$ cat config.mk
export PLATFORM = sky130hd
export DESIGN_NAME = rtc_irq_ctrl
export DESIGN_NICKNAME = d
export VERILOG_FILES = /design/src/rtl/rtc_irq_pkg.sv /design/src/rtl/rtc_irq_enables.sv /design/src/rtl/rtc_irq_flags.sv /design/src/rtl/rtc_irq_line.sv /design/src/rtl/rtc_irq_ctrl.sv
export SDC_FILE = /design/constraint.sdc
export NUM_CORES = 1
export LEC_CHECK = 0
export BUFFER_PORTS_ARGS = -buffer_cell sky130_fd_sc_hd__buf_2
export CAP_MARGIN = 20
export CORE_AREA = 3 3 40 42
export CTS_CLUSTER_SIZE = 40
export DETAILED_ROUTE_END_ITERATION = 10
export DIE_AREA = 0 0 43 45
export PLACE_DENSITY = 0.46
export SETUP_SLACK_MARGIN = 0.5
export SLEW_MARGIN = 10
export SYNTH_ARGS = -nofsm -noshare
export SYNTH_HDL_FRONTEND = slang
export SYNTH_SLANG_ARGS = --single-unit
$ cat constraint.sdc
create_clock -name clk -period 1.3 [get_ports clk]
set_input_delay 0.325 -clock clk [delete_from_list [all_inputs] [get_ports clk]]
set_output_delay 0.325 -clock clk [all_outputs]
set_load 0.02 [all_outputs]
$ cat src/rtl/rtc_irq_pkg.sv
`timescale 1ns/1ps
package rtc_irq_pkg;
    localparam int DATA_W     = 8;
    localparam int NUM_SRC    = 2;
    // source i lives at bit SRC_BASE+i in both the control and status registers
    localparam int SRC_BASE   = 4;
    localparam int SRC_UPDATE = 0;
    localparam int SRC_ALARM  = 1;
    localparam int BIT_SUMMARY = 7;
    localparam logic ADDR_CTRL = 1'b0;
    localparam logic ADDR_STAT = 1'b1;

    typedef enum logic {
        LINE_QUIET  = 1'b0,
        LINE_ACTIVE = 1'b1
    } line_state_e;
endpackage

$ cat src/rtl/rtc_irq_enables.sv
`timescale 1ns/1ps
module rtc_irq_enables #(
    parameter int NUM_SRC = 2
) (
    input  logic               clk,
    input  logic               rst_n,
    input  logic               wr_stb,
    input  logic [NUM_SRC-1:0] wr_bits,
    output logic [NUM_SRC-1:0] en,
    output logic [NUM_SRC-1:0] en_nxt
);
    always_comb begin
        en_nxt = wr_stb ? wr_bits : en;
    end

    always_ff @(posedge clk or negedge rst_n) begin
        if (!rst_n) en <= '0;
        else        en <= en_nxt;
    end

    // only a control write may move the enables
    a_r11_enables_hold: assert property (@(posedge clk) disable iff (!rst_n)
        !wr_stb |=> $stable(en));
endmodule

$ cat src/rtl/rtc_irq_flags.sv
`timescale 1ns/1ps
module rtc_irq_flags #(
    parameter int NUM_SRC = 2
) (
    input  logic               clk,
    input  logic               rst_n,
    input  logic [NUM_SRC-1:0] evt,
    input  logic               clr,
    output logic [NUM_SRC-1:0] flg,
    output logic [NUM_SRC-1:0] flg_nxt
);
    for (genvar i = 0; i < NUM_SRC; i++) begin : g_src
        always_comb begin
            flg_nxt[i] = evt[i] | (flg[i] & ~clr);
        end

        always_ff @(posedge clk or negedge rst_n) begin
            if (!rst_n) flg[i] <= 1'b0;
            else        flg[i] <= flg_nxt[i];
        end

        // a pulse always lands, even beside a clearing read
        a_r8_event_lands: assert property (@(posedge clk) disable iff (!rst_n)
            evt[i] |=> flg[i]);
        // a read with no new pulse empties the flag
        a_r7_read_empties: assert property (@(posedge clk) disable iff (!rst_n)
            (clr && !evt[i]) |=> !flg[i]);
        // without a read the flag persists
        a_r9_flag_sticky: assert property (@(posedge clk) disable iff (!rst_n)
            (flg[i] && !clr) |=> flg[i]);
    end
endmodule

$ cat src/rtl/rtc_irq_line.sv
`timescale 1ns/1ps
module rtc_irq_line
    import rtc_irq_pkg::*;
(
    input  logic clk,
    input  logic rst_n,
    input  logic pend_nxt,
    output logic irq_n,
    output logic summary
);
    line_state_e state_q, state_d;

    always_comb begin
        state_d = state_q;
        unique case (state_q)
            LINE_QUIET:  if (pend_nxt)  state_d = LINE_ACTIVE; // T_RAISE
            LINE_ACTIVE: if (!pend_nxt) state_d = LINE_QUIET;  // T_RELEASE
            default:     state_d = LINE_QUIET;
        endcase
    end

    always_ff @(posedge clk or negedge rst_n) begin
        if (!rst_n) state_q <= LINE_QUIET;
        else        state_q <= state_d;
    end

    always_comb begin
        irq_n   = 1'b1;
        summary = 1'b0;
        unique case (state_q)
            LINE_QUIET: begin
                irq_n   = 1'b1;
                summary = 1'b0;
            end
            LINE_ACTIVE: begin
                irq_n   = 1'b0;
                summary = 1'b1;
            end
            default: begin
                irq_n   = 1'b1;
                summary = 1'b0;
            end
        endcase
    end
endmodule

$ cat src/rtl/rtc_irq_ctrl.sv
`timescale 1ns/1ps
module rtc_irq_ctrl
    import rtc_irq_pkg::*;
(
    input  logic              clk,
    input  logic              rst_n,
    input  logic              bus_cs,
    input  logic              bus_we,
    input  logic              bus_addr,
    input  logic [DATA_W-1:0] bus_wdata,
    output logic [DATA_W-1:0] bus_rdata,
    input  logic              alarm_evt,
    input  logic              update_evt,
    output logic              irq_n
);
    localparam logic [DATA_W-1:0] SRC_MASK = DATA_W'(((1 << NUM_SRC) - 1) << SRC_BASE);

    logic               wr_ctrl, rd_stat;
    logic [NUM_SRC-1:0] en, en_nxt, flg, flg_nxt, evt;
    logic               pend_nxt, summary;
    logic               unused_wdata;

    assign wr_ctrl = bus_cs && bus_we && (bus_addr == ADDR_CTRL);
    assign rd_stat = bus_cs && !bus_we && (bus_addr == ADDR_STAT);
    assign unused_wdata = ^(bus_wdata & ~SRC_MASK);

    always_comb begin
        evt             = '0;
        evt[SRC_UPDATE] = update_evt;
        evt[SRC_ALARM]  = alarm_evt;
    end

    rtc_irq_enables #(.NUM_SRC(NUM_SRC)) u_en (
        .clk     (clk),
        .rst_n   (rst_n),
        .wr_stb  (wr_ctrl),
        .wr_bits (bus_wdata[SRC_BASE +: NUM_SRC]),
        .en      (en),
        .en_nxt  (en_nxt)
    );

    rtc_irq_flags #(.NUM_SRC(NUM_SRC)) u_flg (
        .clk     (clk),
        .rst_n   (rst_n),
        .evt     (evt),
        .clr     (rd_stat),
        .flg     (flg),
        .flg_nxt (flg_nxt)
    );

    assign pend_nxt = |(flg_nxt & en_nxt);

    rtc_irq_line u_line (
        .clk      (clk),
        .rst_n    (rst_n),
        .pend_nxt (pend_nxt),
        .irq_n    (irq_n),
        .summary  (summary)
    );

    always_comb begin
        bus_rdata = '0;
        if (bus_cs && !bus_we) begin
            if (bus_addr == ADDR_STAT) begin
                bus_rdata[SRC_BASE +: NUM_SRC] = flg;
                bus_rdata[BIT_SUMMARY]         = summary;
            end else begin
                bus_rdata[SRC_BASE +: NUM_SRC] = en;
            end
        end
    end

    // an enabled pending flag holds the line low
    a_r5_line_low: assert property (@(posedge clk) disable iff (!rst_n)
        (|(flg & en)) |-> !irq_n);
    // with no enabled pending flag the line stays released
    a_r6_line_released: assert property (@(posedge clk) disable iff (!rst_n)
        !(|(flg & en)) |-> irq_n);
    // the line is released after a read with no new event
    a_r7_release_after_read: assert property (@(posedge clk) disable iff (!rst_n)
        (rd_stat && !alarm_evt && !update_evt) |=> irq_n);
endmodule

==> flow_metrics.tcl <==
set metrics [dict create \
    end_kind "primary output" \
    worstSetupPathType "flip-flop to primary output" \
    postSynthAreaPerCell_um2 11.61 \
    seq_power_share_pct 34.5 \
    outcome "finished, violations left" \
    synthesis.area_um2 290.3 \
    synthAdderAreaFrac_pct 0 \
    grt_pass1_vias 247 \
    ant_nets 0 \
    dpl.hpwl_um 511.5 \
    drtIter0Drc 1 \
    drive_above_1_share_pct 66.67 \
    max_freq_mhz 743.4 \
    skew_ns 0.002276 \
    cp_max_fo 2 \
    yosysWarnings 0 \
    die-width_um 43 \
    wirelength_um 647 \
    coreArea_mm2 0.001285 \
    die_h_um 45 \
    synth_top_family_by_area "multiplexers" \
    synth_xor_area_share_pct 0 \
    violations "setup timing" \
    synth_cells 25 \
    antenna_found_initial 0 \
    yosys.cell_types.count 13 \
    hp-start "alarm_evt" \
    critPathSlowestCell "dfrtp_1" \
    period_share_pct 103.5 \
    critPathTopFamily "flip-flops" \
    maxCapViolCount 0 \
    setup_ws_ns -0.04509 \
    p_sw_share_pct 29.39 \
    seq_area_frac_synth_pct 43.10 \
    grt_use_total_pct 7.544 \
    ctsHtreeMaxLevel 1 \
    r2r_setup_slack_ns 0.24 \
    finalNetCount 61 \
    rsz0062_at_grt "yes" \
    grt_pass1_wl_um 993 \
    grt_max_degree 6 \
    regToRegStartpoint "u_en.en[1]$_DFF_PN0_" \
    die_area_mm2 0.001935 \
    start_util_pct 22.59 \
    cp_cell_sequence "mux2i_2 -> nor2_4 -> buf_6" \
    dp_slack_ns 0.01102 \
    p_int_uw 398.6 \
    synth-simple-area-share_pct 15.52 \
    powerDensity_mw_per_mm2 1133 \
    n_antenna_cell 0 \
    leakage_uw 0.0002436 \
    finalCriticalPeriod_ns 1.345 \
    cpPeakStageDelay_ns 0.39 \
    pwr-share-comb_pct 33.4 \
    overflow 0 \
    arrival_ns 1.02 \
    finalSetupViolations 2 \
    finalHoldWorstSlack_ns 0.2890 \
    finalHoldViolCount 0 \
    start_kind "flip-flop" \
    setup_tns_ns -0.07157 \
    holdCritPathClass "input pin to flip-flop" \
    gp_congestion 0.6646 \
    clk_path_buf_depth 2 \
    cp-startpoint "u_flg.flg[1]$_DFF_PN0_" \
    switchingPower_uw 165.9 \
    drc 0 \
    syn_to_final_growth_pct 71.55 \
    clk_latency_ns 0.24 \
    pwr-share-clk_pct 32.1 \
    viasPerCell 3.983 \
    slew_viol_final 0 \
    cts_tree "built" \
    clk_pin_slew_ns 0.04 \
    required_ns 0.98 \
    synth_mux_area_share_pct 17.24 \
    vias 239 \
    dr.pass1.iters 2 \
    synth_compound_area_share_pct 8.621 \
    numCtsBuffers 3 \
    cts_num_sinks 5 \
    portBuffers 12 \
    rows 13 \
    vdd_drop_max_mv 0.5066 \
    path_buf_inv 1 \
    io_pins 24 \
    cts-root-buf "clkbuf_4" \
    routedWlPerCell_um 10.78 \
    synth_seq_cells 5 \
]
worst paths after layout:
kind	to	depth (start not counted)
worst max register to register	u_line.state_q$_DFF_PN0_	3
worst max-delay path	bus_rdata[5]	3
worst min register to register	u_flg.flg[0]$_DFF_PN0_	1
max in group asynchronous	u_en.en[0]$_DFF_PN0_	2
min in group asynchronous	u_line.state_q$_DFF_PN0_	2
worst min-delay path	u_flg.flg[1]$_DFF_PN0_	2
power groups by stage:
stage | combinational (uW) | sequential, uW | clock, uW
2_1_floorplan | 109 | 191 | 0
3_3_place_gp | 134 | 195 | 0
3_5_place_dp | 137 | 195 | 0
4_1_cts | 173 | 193 | 189
5_1_grt | 201 | 198 | 199
6_report | 189 | 195 | 181
logic make-up (layout without fill, tap and decap cells):
kind of cell           count (synthesis)  in the layout
flip-flops                             5              5
AO/OA/AOI/OAI                          3              3
buffers and inverters                  6             22
multiplexers                           4              4
other                                  1              5
AND/OR/NAND/NOR                        6              6
cells in the final DEF, fill, tap and decap left out, drive strengths merged:
master,n
buf,16
conb,5
clkbuf,4
mux2,2
dfrtp,5
nand3b,2
mux2i,2
nand2b,1
a22o,1
a21o,2
dlygate4sd3,1
inv,1
nor2,3
cell type report:
type | instances | area [um^2]
Clock buffer | 4 | 26.28
Fill cell | 139 | 787.0
Tap cell | 15 | 18.77
Multi-Input combinational cell | 18 | 186.4
Timing Repair Buffer | 17 | 137.6
Sequential cell | 5 | 125.1
Inverter | 1 | 3.754
through the flow:
step / total power [uW] / cells / util [%] / cell area (um^2)
after global routing: 597.9 / 60 / 38.75 / 498.0
after floorplan: 300.0 / 29 / - / 337.8
final: 564.4 / 60 / 38.75 / 498.0
after global placement: 328.6 / 51 / 29.50 / 379.1
after CTS: 554.9 / 58 / 36.42 / 467.9
after detailed placement: 332.6 / 51 / 29.50 / 379.1
worst register-to-register path: cells and delay by family, from the launching register on:
family | cells | cell delay (ns)
flip-flops | 1 | 0.38
multiplexers | 1 | 0.25
AO/OA/AOI/OAI | 1 | 0.18
buffers and inverters | 1 | 0.13
synthesized netlist by cell type, drive strengths merged:
cell,count,area [um^2]
nand2b,1,6.260
mux2,2,30.03
a22o,1,8.760
nand3b,2,27.53
buf,5,37.54
a21o,2,16.27
dfrtp,5,125.1
conb,1,3.750
nor2,3,11.26
mux2i,2,20.02
inv,1,3.750
routing by layer:
| metal | up-vias | global-route usage (%) | share of wire (%) |
|---|---|---|---|
| met5 | - | 0 | 0 |
| met4 | 0 | 5.422 | 2.0 |
| met3 | 2 | 5.179 | 13 |
| met2 | 15 | 11.38 | 51 |
| met1 | 109 | 7.371 | 34 |
| li1 | 113 | - | - |
sequential cells by signal, summed over array words and instances (netlist names):
name	flops
u_en.en	2
u_line.state_q	1
u_flg.flg	2
timing repair:
action | CTS | global route
gates resized for setup | 12 | 2
setup endpoints to repair | 7 | 9
setup buffers | 2 | 2
pin swaps | 3 | 1
endpoints found under the hold margin | 5 | 0
hold buffers | 1 | 0
Note: power is estimated with default switching activity, not from simulation.
